`config.mk`:
```
export PLATFORM = sky130hd
export DESIGN_NAME = flash_rst_lockout
export DESIGN_NICKNAME = d
export VERILOG_FILES = /design/src/rtl/flash_rl_pkg.sv /design/src/rtl/flash_rl_sync.sv /design/src/rtl/flash_rl_downcnt.sv /design/src/rtl/flash_rst_lockout.sv
export SDC_FILE = /design/constraint.sdc
export NUM_CORES = 1
export LEC_CHECK = 0
export BUFFER_PORTS_ARGS = -buffer_cell sky130_fd_sc_hd__buf_2
export CAP_MARGIN = 20
export CORE_MARGIN = 10
export CORE_UTILIZATION = 53
export DETAILED_ROUTE_END_ITERATION = 6
export PLACE_DENSITY = 0.72
export SYNTH_ARGS = -nofsm -noshare
export SYNTH_HDL_FRONTEND = slang
export SYNTH_HIERARCHICAL = 1
export SYNTH_SLANG_ARGS = --single-unit
```
`constraint.sdc`:
```
create_clock -name clk -period 1.85 [get_ports clk]
set_input_delay 0.185 -clock clk [delete_from_list [all_inputs] [get_ports clk]]
set_output_delay 0.185 -clock clk [all_outputs]
set_load 0.005 [all_outputs]
```
`src/rtl/flash_rl_pkg.sv`:
```
package flash_rl_pkg;

  // Internal reset length; a zero is raised to one and the busy case never
  // runs shorter than the idle case.
  function automatic int unsigned ready_cycles(input bit was_busy,
                                               input int unsigned t_busy,
                                               input int unsigned t_idle);
    int unsigned idle_n;
    int unsigned busy_n;
    idle_n = (t_idle < 1) ? 1 : t_idle;
    busy_n = (t_busy < idle_n) ? idle_n : t_busy;
    return was_busy ? busy_n : idle_n;
  endfunction

  // Read recovery after the pin is released, at least one cycle.
  function automatic int unsigned recovery_cycles(input int unsigned t_rec);
    return (t_rec < 1) ? 1 : t_rec;
  endfunction

endpackage

```
`src/rtl/flash_rl_sync.sv`:
```
module flash_rl_sync #(
  parameter int unsigned STAGES = 2
) (
  input  logic clk,
  input  logic rst_n,
  input  logic d,
  output logic q
);
  logic [STAGES-1:0] chain;

  generate
    for (genvar i = 0; i < STAGES; i++) begin : g_stage
      if (i == 0) begin : g_first
        always_ff @(posedge clk or negedge rst_n)
          if (!rst_n) chain[0] <= 1'b0;
          else        chain[0] <= d;
      end else begin : g_next
        always_ff @(posedge clk or negedge rst_n)
          if (!rst_n) chain[i] <= 1'b0;
          else        chain[i] <= chain[i-1];
      end
    end
  endgenerate

  assign q = chain[STAGES-1];
endmodule

```
`src/rtl/flash_rl_downcnt.sv`:
```
module flash_rl_downcnt #(
  parameter int unsigned W = 4,
  parameter logic [W-1:0] RST_VAL = '0
) (
  input  logic         clk,
  input  logic         rst_n,
  input  logic         load,
  input  logic [W-1:0] load_val,
  output logic [W-1:0] cnt,
  output logic         zero
);
  assign zero = (cnt == '0);

  always_ff @(posedge clk or negedge rst_n)
    if (!rst_n)     cnt <= RST_VAL;
    else if (load)  cnt <= load_val;
    else if (!zero) cnt <= cnt - 1'b1;
endmodule

```
`src/rtl/flash_rst_lockout.sv`:
```
module flash_rst_lockout
  import flash_rl_pkg::*;
#(
  parameter int unsigned T_READY_BUSY = 20,
  parameter int unsigned T_READY_IDLE = 5,
  parameter int unsigned T_READ_REC   = 3,
  parameter int unsigned SYNC_STAGES  = 2
) (
  input  logic clk,
  input  logic sys_rst_n,
  input  logic hw_rst_n,
  input  logic supply_ok,
  input  logic engine_busy,
  input  logic wr_req,
  input  logic rd_req,
  output logic wr_accept,
  output logic rd_grant,
  output logic engine_abort,
  output logic cmd_clear,
  output logic rb_drive_low
);
  localparam int unsigned BUSY_LD = ready_cycles(1'b1, T_READY_BUSY, T_READY_IDLE);
  localparam int unsigned IDLE_LD = ready_cycles(1'b0, T_READY_BUSY, T_READY_IDLE);
  localparam int unsigned REC_LD  = recovery_cycles(T_READ_REC);
  localparam int unsigned CNT_MAX = (BUSY_LD > REC_LD) ? BUSY_LD : REC_LD;
  localparam int unsigned CNT_W   = $clog2(CNT_MAX + 1);
  localparam logic [CNT_W-1:0] BUSY_V = CNT_W'(BUSY_LD);
  localparam logic [CNT_W-1:0] IDLE_V = CNT_W'(IDLE_LD);
  localparam logic [CNT_W-1:0] REC_V  = CNT_W'(REC_LD);

  // Named internal events, also watched by the checker.
  logic             pin_ok;      // synchronized pin, 1 = released
  logic             rst_active;  // pin or supply holds reset
  logic             in_rst_q;    // rst_active one cycle ago
  logic             entry;       // first cycle of a reset condition
  logic             abort_q;
  logic             hold_busy_q; // engine was running at entry
  logic [CNT_W-1:0] rdy_cnt;
  logic             rdy_zero;
  logic [CNT_W-1:0] rec_cnt;
  logic             rec_zero;
  logic             access_ok;

  flash_rl_sync #(.STAGES(SYNC_STAGES)) u_pin_sync (
    .clk  (clk),
    .rst_n(sys_rst_n),
    .d    (hw_rst_n),
    .q    (pin_ok)
  );

  assign rst_active = ~pin_ok | ~supply_ok;
  assign entry      = rst_active & ~in_rst_q;

  always_ff @(posedge clk or negedge sys_rst_n)
    if (!sys_rst_n) begin
      in_rst_q    <= 1'b1;
      abort_q     <= 1'b0;
      hold_busy_q <= 1'b0;
    end else begin
      in_rst_q <= rst_active;
      abort_q  <= entry;
      if (entry) hold_busy_q <= engine_busy;
    end

  // Internal reset time, picked at entry from the engine state.
  flash_rl_downcnt #(.W(CNT_W), .RST_VAL('0)) u_ready_cnt (
    .clk     (clk),
    .rst_n   (sys_rst_n),
    .load    (entry),
    .load_val(engine_busy ? BUSY_V : IDLE_V),
    .cnt     (rdy_cnt),
    .zero    (rdy_zero)
  );

  // Read recovery: held full while in reset, runs out after release.
  flash_rl_downcnt #(.W(CNT_W), .RST_VAL(REC_V)) u_rec_cnt (
    .clk     (clk),
    .rst_n   (sys_rst_n),
    .load    (rst_active),
    .load_val(REC_V),
    .cnt     (rec_cnt),
    .zero    (rec_zero)
  );

  assign access_ok    = ~rst_active & rdy_zero & rec_zero;
  assign wr_accept    = wr_req & access_ok;
  assign rd_grant     = rd_req & access_ok;
  assign engine_abort = abort_q;
  assign cmd_clear    = rst_active;
  assign rb_drive_low = (hold_busy_q & ~rdy_zero) | (engine_busy & ~in_rst_q);
endmodule

```
### After elaboration in Yosys (flattened, before gate mapping)

Index checks and enable logic that the tools add are counted.

* register bits: 15
* input port bits: 7
* output and inout port bits: 5
* word-level logic and storage cells: 32

* $add $sub $neg: 2
* eq/ne operators: 2
* muxes and demuxes: 5
* bitwise logic cells: 14
* reduce and logical (&&, ||, !) cells: 2

Operators by type and width (count)
* 5-bit two-way mux: 5
* 5-bit zero test: 2
* 5-bit by 1-bit subtractor with 5-bit output, second input constant: 2
* 1-bit bitwise AND: 7
* 1-bit inverter: 5
* 2-bit inequality test, second input constant: 2
* 1-bit bitwise OR: 2

### Depth between registers and ports, before layout

* depth in word-level cells: 6
* gate-level depth with buffers: 5
* mapped depth without buffers: 5

### Hierarchy

The synthesis kept the hierarchy.

Modules (own cells, without submodules)
* flash_rl_downcnt at u_rec_cnt: times used 1, cells each 27, area an instance 281.5 um^2, sequential area each 127.6 um^2
* flash_rl_downcnt at u_ready_cnt: times used 1, cells each 27, area an instance 279.0 um^2, sequential area each 125.1 um^2
* flash_rst_lockout: times used 1, cells each 16, area an instance 141.4 um^2, sequential area each 76.3 um^2
* flash_rl_sync: times used 1, cells each 2, area an instance 50.0 um^2, sequential area each 50.0 um^2

### Worst setup path before layout

Ideal clock, no wire load.

* path kind: register to register
* start point: register u_ready_cnt.cnt[0]
* end point: register u_ready_cnt.cnt[1]
* library setup time: 74 ps
* arrival time: 1426 ps
* required time: 1776 ps
* setup slack: 349 ps
* cell stages (with the launch flop): 6
* path buffers: 0
* period minus slack after synthesis: 1501 ps
* path through: dfrtp_1 > inv_1 > ha_1 > nor4b_4 > mux2_2 > o21ai_2

* elaborated cells on any way between the ends: 5
* classes of those cells: 1 x add/sub; 1 x eq/ne; 2 x mux; 1 x reduce/logical

RTL lines
* start: declaration: line flash_rl_downcnt.sv:9 `output logic [W-1:0] cnt,`
* start signal: assignment: line flash_rl_downcnt.sv:16 `else if (load) cnt <= load_val;`
* start signal: assignment: line flash_rl_downcnt.sv:17 `else if (!zero) cnt <= cnt - 1'b1;`
* 5-bit zero test: line flash_rl_downcnt.sv:12 `assign zero = (cnt == '0);`
* via rdy_zero: line flash_rst_lockout.sv:39 `logic rdy_zero;`
* 2-bit inequality test (no source line)

The timed path passes the listed nets, and every way through them passes these cells. The select of a mux whose other input is x is not followed.
A chain may end at the register's enable or synchronous reset.

### Worst setup path after layout

* start point: register u_ready_cnt.cnt[0]
* end point: output port rd_grant

* cells in the longest elaborated chain, start to end: 4

Ends and longest elaborated chain
* 5-bit zero test: line flash_rl_downcnt.sv:12
* via rdy_zero: line flash_rst_lockout.sv:39
* 1-bit bitwise AND (2 in series): line flash_rst_lockout.sv:85 `assign access_ok = ~rst_active & rdy_zero & rec_zero;`
* 1-bit bitwise AND: line flash_rst_lockout.sv:87 `assign rd_grant = rd_req & access_ok;`
* end: declaration: line flash_rst_lockout.sv:17 `output logic rd_grant,`

The timed path passes the listed nets, and every way through them passes these cells.

==> impl_summary.txt <==
----------------------------------------------------
[Critical path]
  Critical Path Max Stage Delay ... 0.41 ns
  Gate family responsible for the most delay along the worst path ... simple AND/OR/NAND/NOR gates
  Launching instance or port of the critical path ... u_ready_cnt/cnt[0]
  Cell breakdown of the critical path ... inv_2 > ha_4 > nor4b_4 > nand4_1 > nor2_1 > buf_2
  Signal arrival time at the worst endpoint ... 1.56 ns
  Slowest cell on the critical path ... sky130_fd_sc_hd__dfrtp_1
  Worst-path fanout max ... 3
  Sort of element at the start of the critical path ... flop
  Combined buffer and inverter count along the critical path ... 2
  Endpoint class of the critical path ... output port
  Worst path required time ... 1.66 ns
  Critical path class ... reg2out
  Worst reg2reg startpoint ... u_ready_cnt/cnt[0]

[Global routing]
  Vias in the first global route ... 561
  First-pass GRT wire length ... 2480 microns
  Maximum number of pins on one net before global-route repair ... 16
  Total global routing track utilization ... 9.46%
  Antenna violations before repair ... 0
  Total congestion overflow ... 0

[Timing]
  Final setup vio count ... 0
  Final-report hold violation count ... 0
  Clock Skew ... 0.0104 ns
  RSZ-0062 raised after global routing ... true
  Hold WS ... 0.116 ns
  Max_slew headroom ... 65.1%
  Minimum period implied by the final worst setup slack ... 1.75 ns
  Number of pins with negative max-slew slack in the final report ... 0
  Setup Total Neg Slack ... 0 ns
  Final worst-path cycle share ... 94.4%
  Maximum clock frequency ... 573 MHz
  Worst-Margin Slew ... 0.523 ns

[Yosys]
  Distinct cells, synth ... 20
  Proportion of netlist area held by the largest area contributor ... 39.9%
  Post-synth top area cell ... sky130_fd_sc_hd__dfrtp_1
  EDFF count, synth ... 0
  Sequential share of the synthesized area ... 50.4%
  Yosys warns ... 6
  Dominant cells by area after synthesis ... sky130_fd_sc_hd__dfrtp_1, sky130_fd_sc_hd__dfstp_2, sky130_fd_sc_hd__xnor2_1
  Leading cell types by count after synthesis ... sky130_fd_sc_hd__dfrtp_1, sky130_fd_sc_hd__nand2_1, sky130_fd_sc_hd__inv_1, sky130_fd_sc_hd__o31ai_1, sky130_fd_sc_hd__xnor2_1
  Synthesized area ... 752 sq um
  Post-synth ARST share ... 100%
  Cell with the most instances after synthesis ... sky130_fd_sc_hd__dfrtp_1
  Synthesized instance count ... 72
  Number of register bits inferred by synthesis ... 15
  Mean instance size in the synthesized netlist ... 10.4 sq um
  Primary flip-flop cell chosen by synthesis mapping ... sky130_fd_sc_hd__dfrtp_1

[Die]
  Vertical die dimension ... 57.7 microns
  Core region area ... 1320 sq um
  Die Area ... 3330 sq um
  Std-Cell Rows ... 13
  Starting Density ... 57.1%
  I/O Pins ... 12
  Die Span X ... 57.7 microns

[Place]
  # port buffers ... 11
  GPL Wtd Cong ... 0.730
  Placed insts ... 102
  Post-detailed-placement half-perimeter wirelength ... 1020 microns

[Detailed routing]
  Average wire per standard cell ... 12.9 microns
  Total wirelength of the detailed-routed design ... 1460 microns
  Detailed Routing Iterations Pass 1 ... 4
  DRC violation total after the first TritonRoute iteration ... 6
  Remaining DRCs ... 0
  Routed vias ... 568
  Residual antenna-violating net count after detailed routing ... 0
  Detailed-route vias per instance ... 5.03

[Clock tree]
  Clock input transition at the sequential cells of the worst setup and hold paths ... 0.10 ns
  Clock Sinks ... 15
  Clock buffer depth ... 2
  Clock network latency to the later pin of the worst-skew pair ... 0.29 ns
  Num CTS Buffers ... 3
  H-Tree Level Count ... 1
  Clock tree from TritonCTS ... yes
  Root cell of the clock tree ... sky130_fd_sc_hd__clkbuf_4

[Layout]
  Number of antenna cells inserted ... 0
  Layout-stage area growth over the synthesis result ... 26.5%
  Final Non-Filler Cells ... 113
  Final #Nets ... 108
  Layout cells sized above 1 ... 35.7%

[Power and ir drop]
  Peak ir drop on the vdd network ... 0.000549 V
  Leakage power summed over all cells ... 0.445 nW
  Power density over the cells ... 1140 nW/um^2

[Job]
  Max cap viols ... 0

[Worst hold path]
  Worst hold path class ... in2reg
  Start point of the worst min-delay path ... engine_busy

[Run status]
  Outcome ... completed

----------------------------------------------------
## per-layer routing
layer | share of wire (%) | global-route usage, % | vias up
met5 | 0 | 0 | -
met4 | 3.4 | 8.05 | 0
met3 | 7.0 | 3.27 | 4
met2 | 42 | 13.7 | 13
met1 | 48 | 10.9 | 267
li1 | - | - | 284
## flip-flops by register name, indices dropped and copies added, names as in the netlist
register,count
u_ready_cnt/cnt,5
in_rst_q,1
hold_busy_q,1
u_pin_sync/q,1
u_pin_sync/chain,1
u_rec_cnt/cnt,5
engine_abort,1
## logic make-up after synthesis
| family | after synthesis | synth area share, % |
|---|---|---|
| AOI/OAI and AO/OA | 14 | 13.0 |
| other | 2 | 0.999 |
| xor gates and xnor gates | 6 | 6.99 |
| adders and majority gates | 2 | 3.33 |
| muxes | 3 | 4.33 |
| and+or+nand+nor | 18 | 15.0 |
| buffers and inverters | 12 | 5.99 |
| DFF | 15 | 50.4 |
## path summary, 6_finish.rpt
kind,end,slack [ns],depth (start not counted)
max,rd_grant,0.10,6
min,u_ready_cnt/cnt[4],0.12,3
max reg2reg,u_ready_cnt/cnt[1],0.21,7
min reg2reg,u_pin_sync/q,0.34,0
max in group asynchronous,u_rec_cnt/cnt[0],1.24,2
min in group asynchronous,engine_abort,0.31,2
## through the flow
stage / utilization (%) / instance area (sq um) / total power [W] / setup slack [ns]
after global placement: 63.8 / 841 / 0.000788 / 0.226
after CTS: 69.1 / 911 / 0.00102 / 0.0242
final: 72.2 / 951 / 0.00109 / 0.104
after floorplan: - / 774 / 0.000726 / 0.349
after global routing: 72.2 / 951 / 0.00117 / -0.0266
after detailed placement: 63.8 / 841 / 0.000802 / 0.179
## area by class of cell
cell class | instances | area [sq um]
clock buffers | 3 | 22.5
well taps | 15 | 18.8
fillers | 93 | 367
multi-input cells | 51 | 375
inverters | 10 | 37.5
flip-flops and latches | 15 | 379
clock inverters | 1 | 5.00
repair buffers | 18 | 113
## cells in the final DEF, fill, tap and decap left out, drive strengths merged, types with 3 or more instances in the layout
cell,count
dfrtp,12
conb,8
o31ai,6
xnor2,6
clkbuf,3
buf,16
dfstp,3
o21ai,6
inv,10
nand2,11
## what timing repair did
action,CTS,global route
endpoints found under the setup margin,3,3
gates resized for setup,0,7
hold buffers,2,0
buffers inserted,3,2
pin swaps,0,3
hold endpoints to repair,13,0
## tightest hold or removal path: cells and delay by family
kind | cells | cell delay, ns
buf+inv | 1 | 0.09
compound gates | 1 | 0.06
simple gates | 1 | 0.05
## power by group
| group | internal, W | total (W) | switching [W] | leakage [nW] |
|---|---|---|---|---|
| clock network | 0.0000804 | 0.000190 | 0.000109 | 0.0177 |
| logic | 0.000234 | 0.000413 | 0.000179 | 0.251 |
| registers | 0.000405 | 0.000485 | 0.0000799 | 0.176 |
| total | 0.000720 | 0.00109 | 0.000368 | 0.445 |
(Power assumes the default switching activity.)
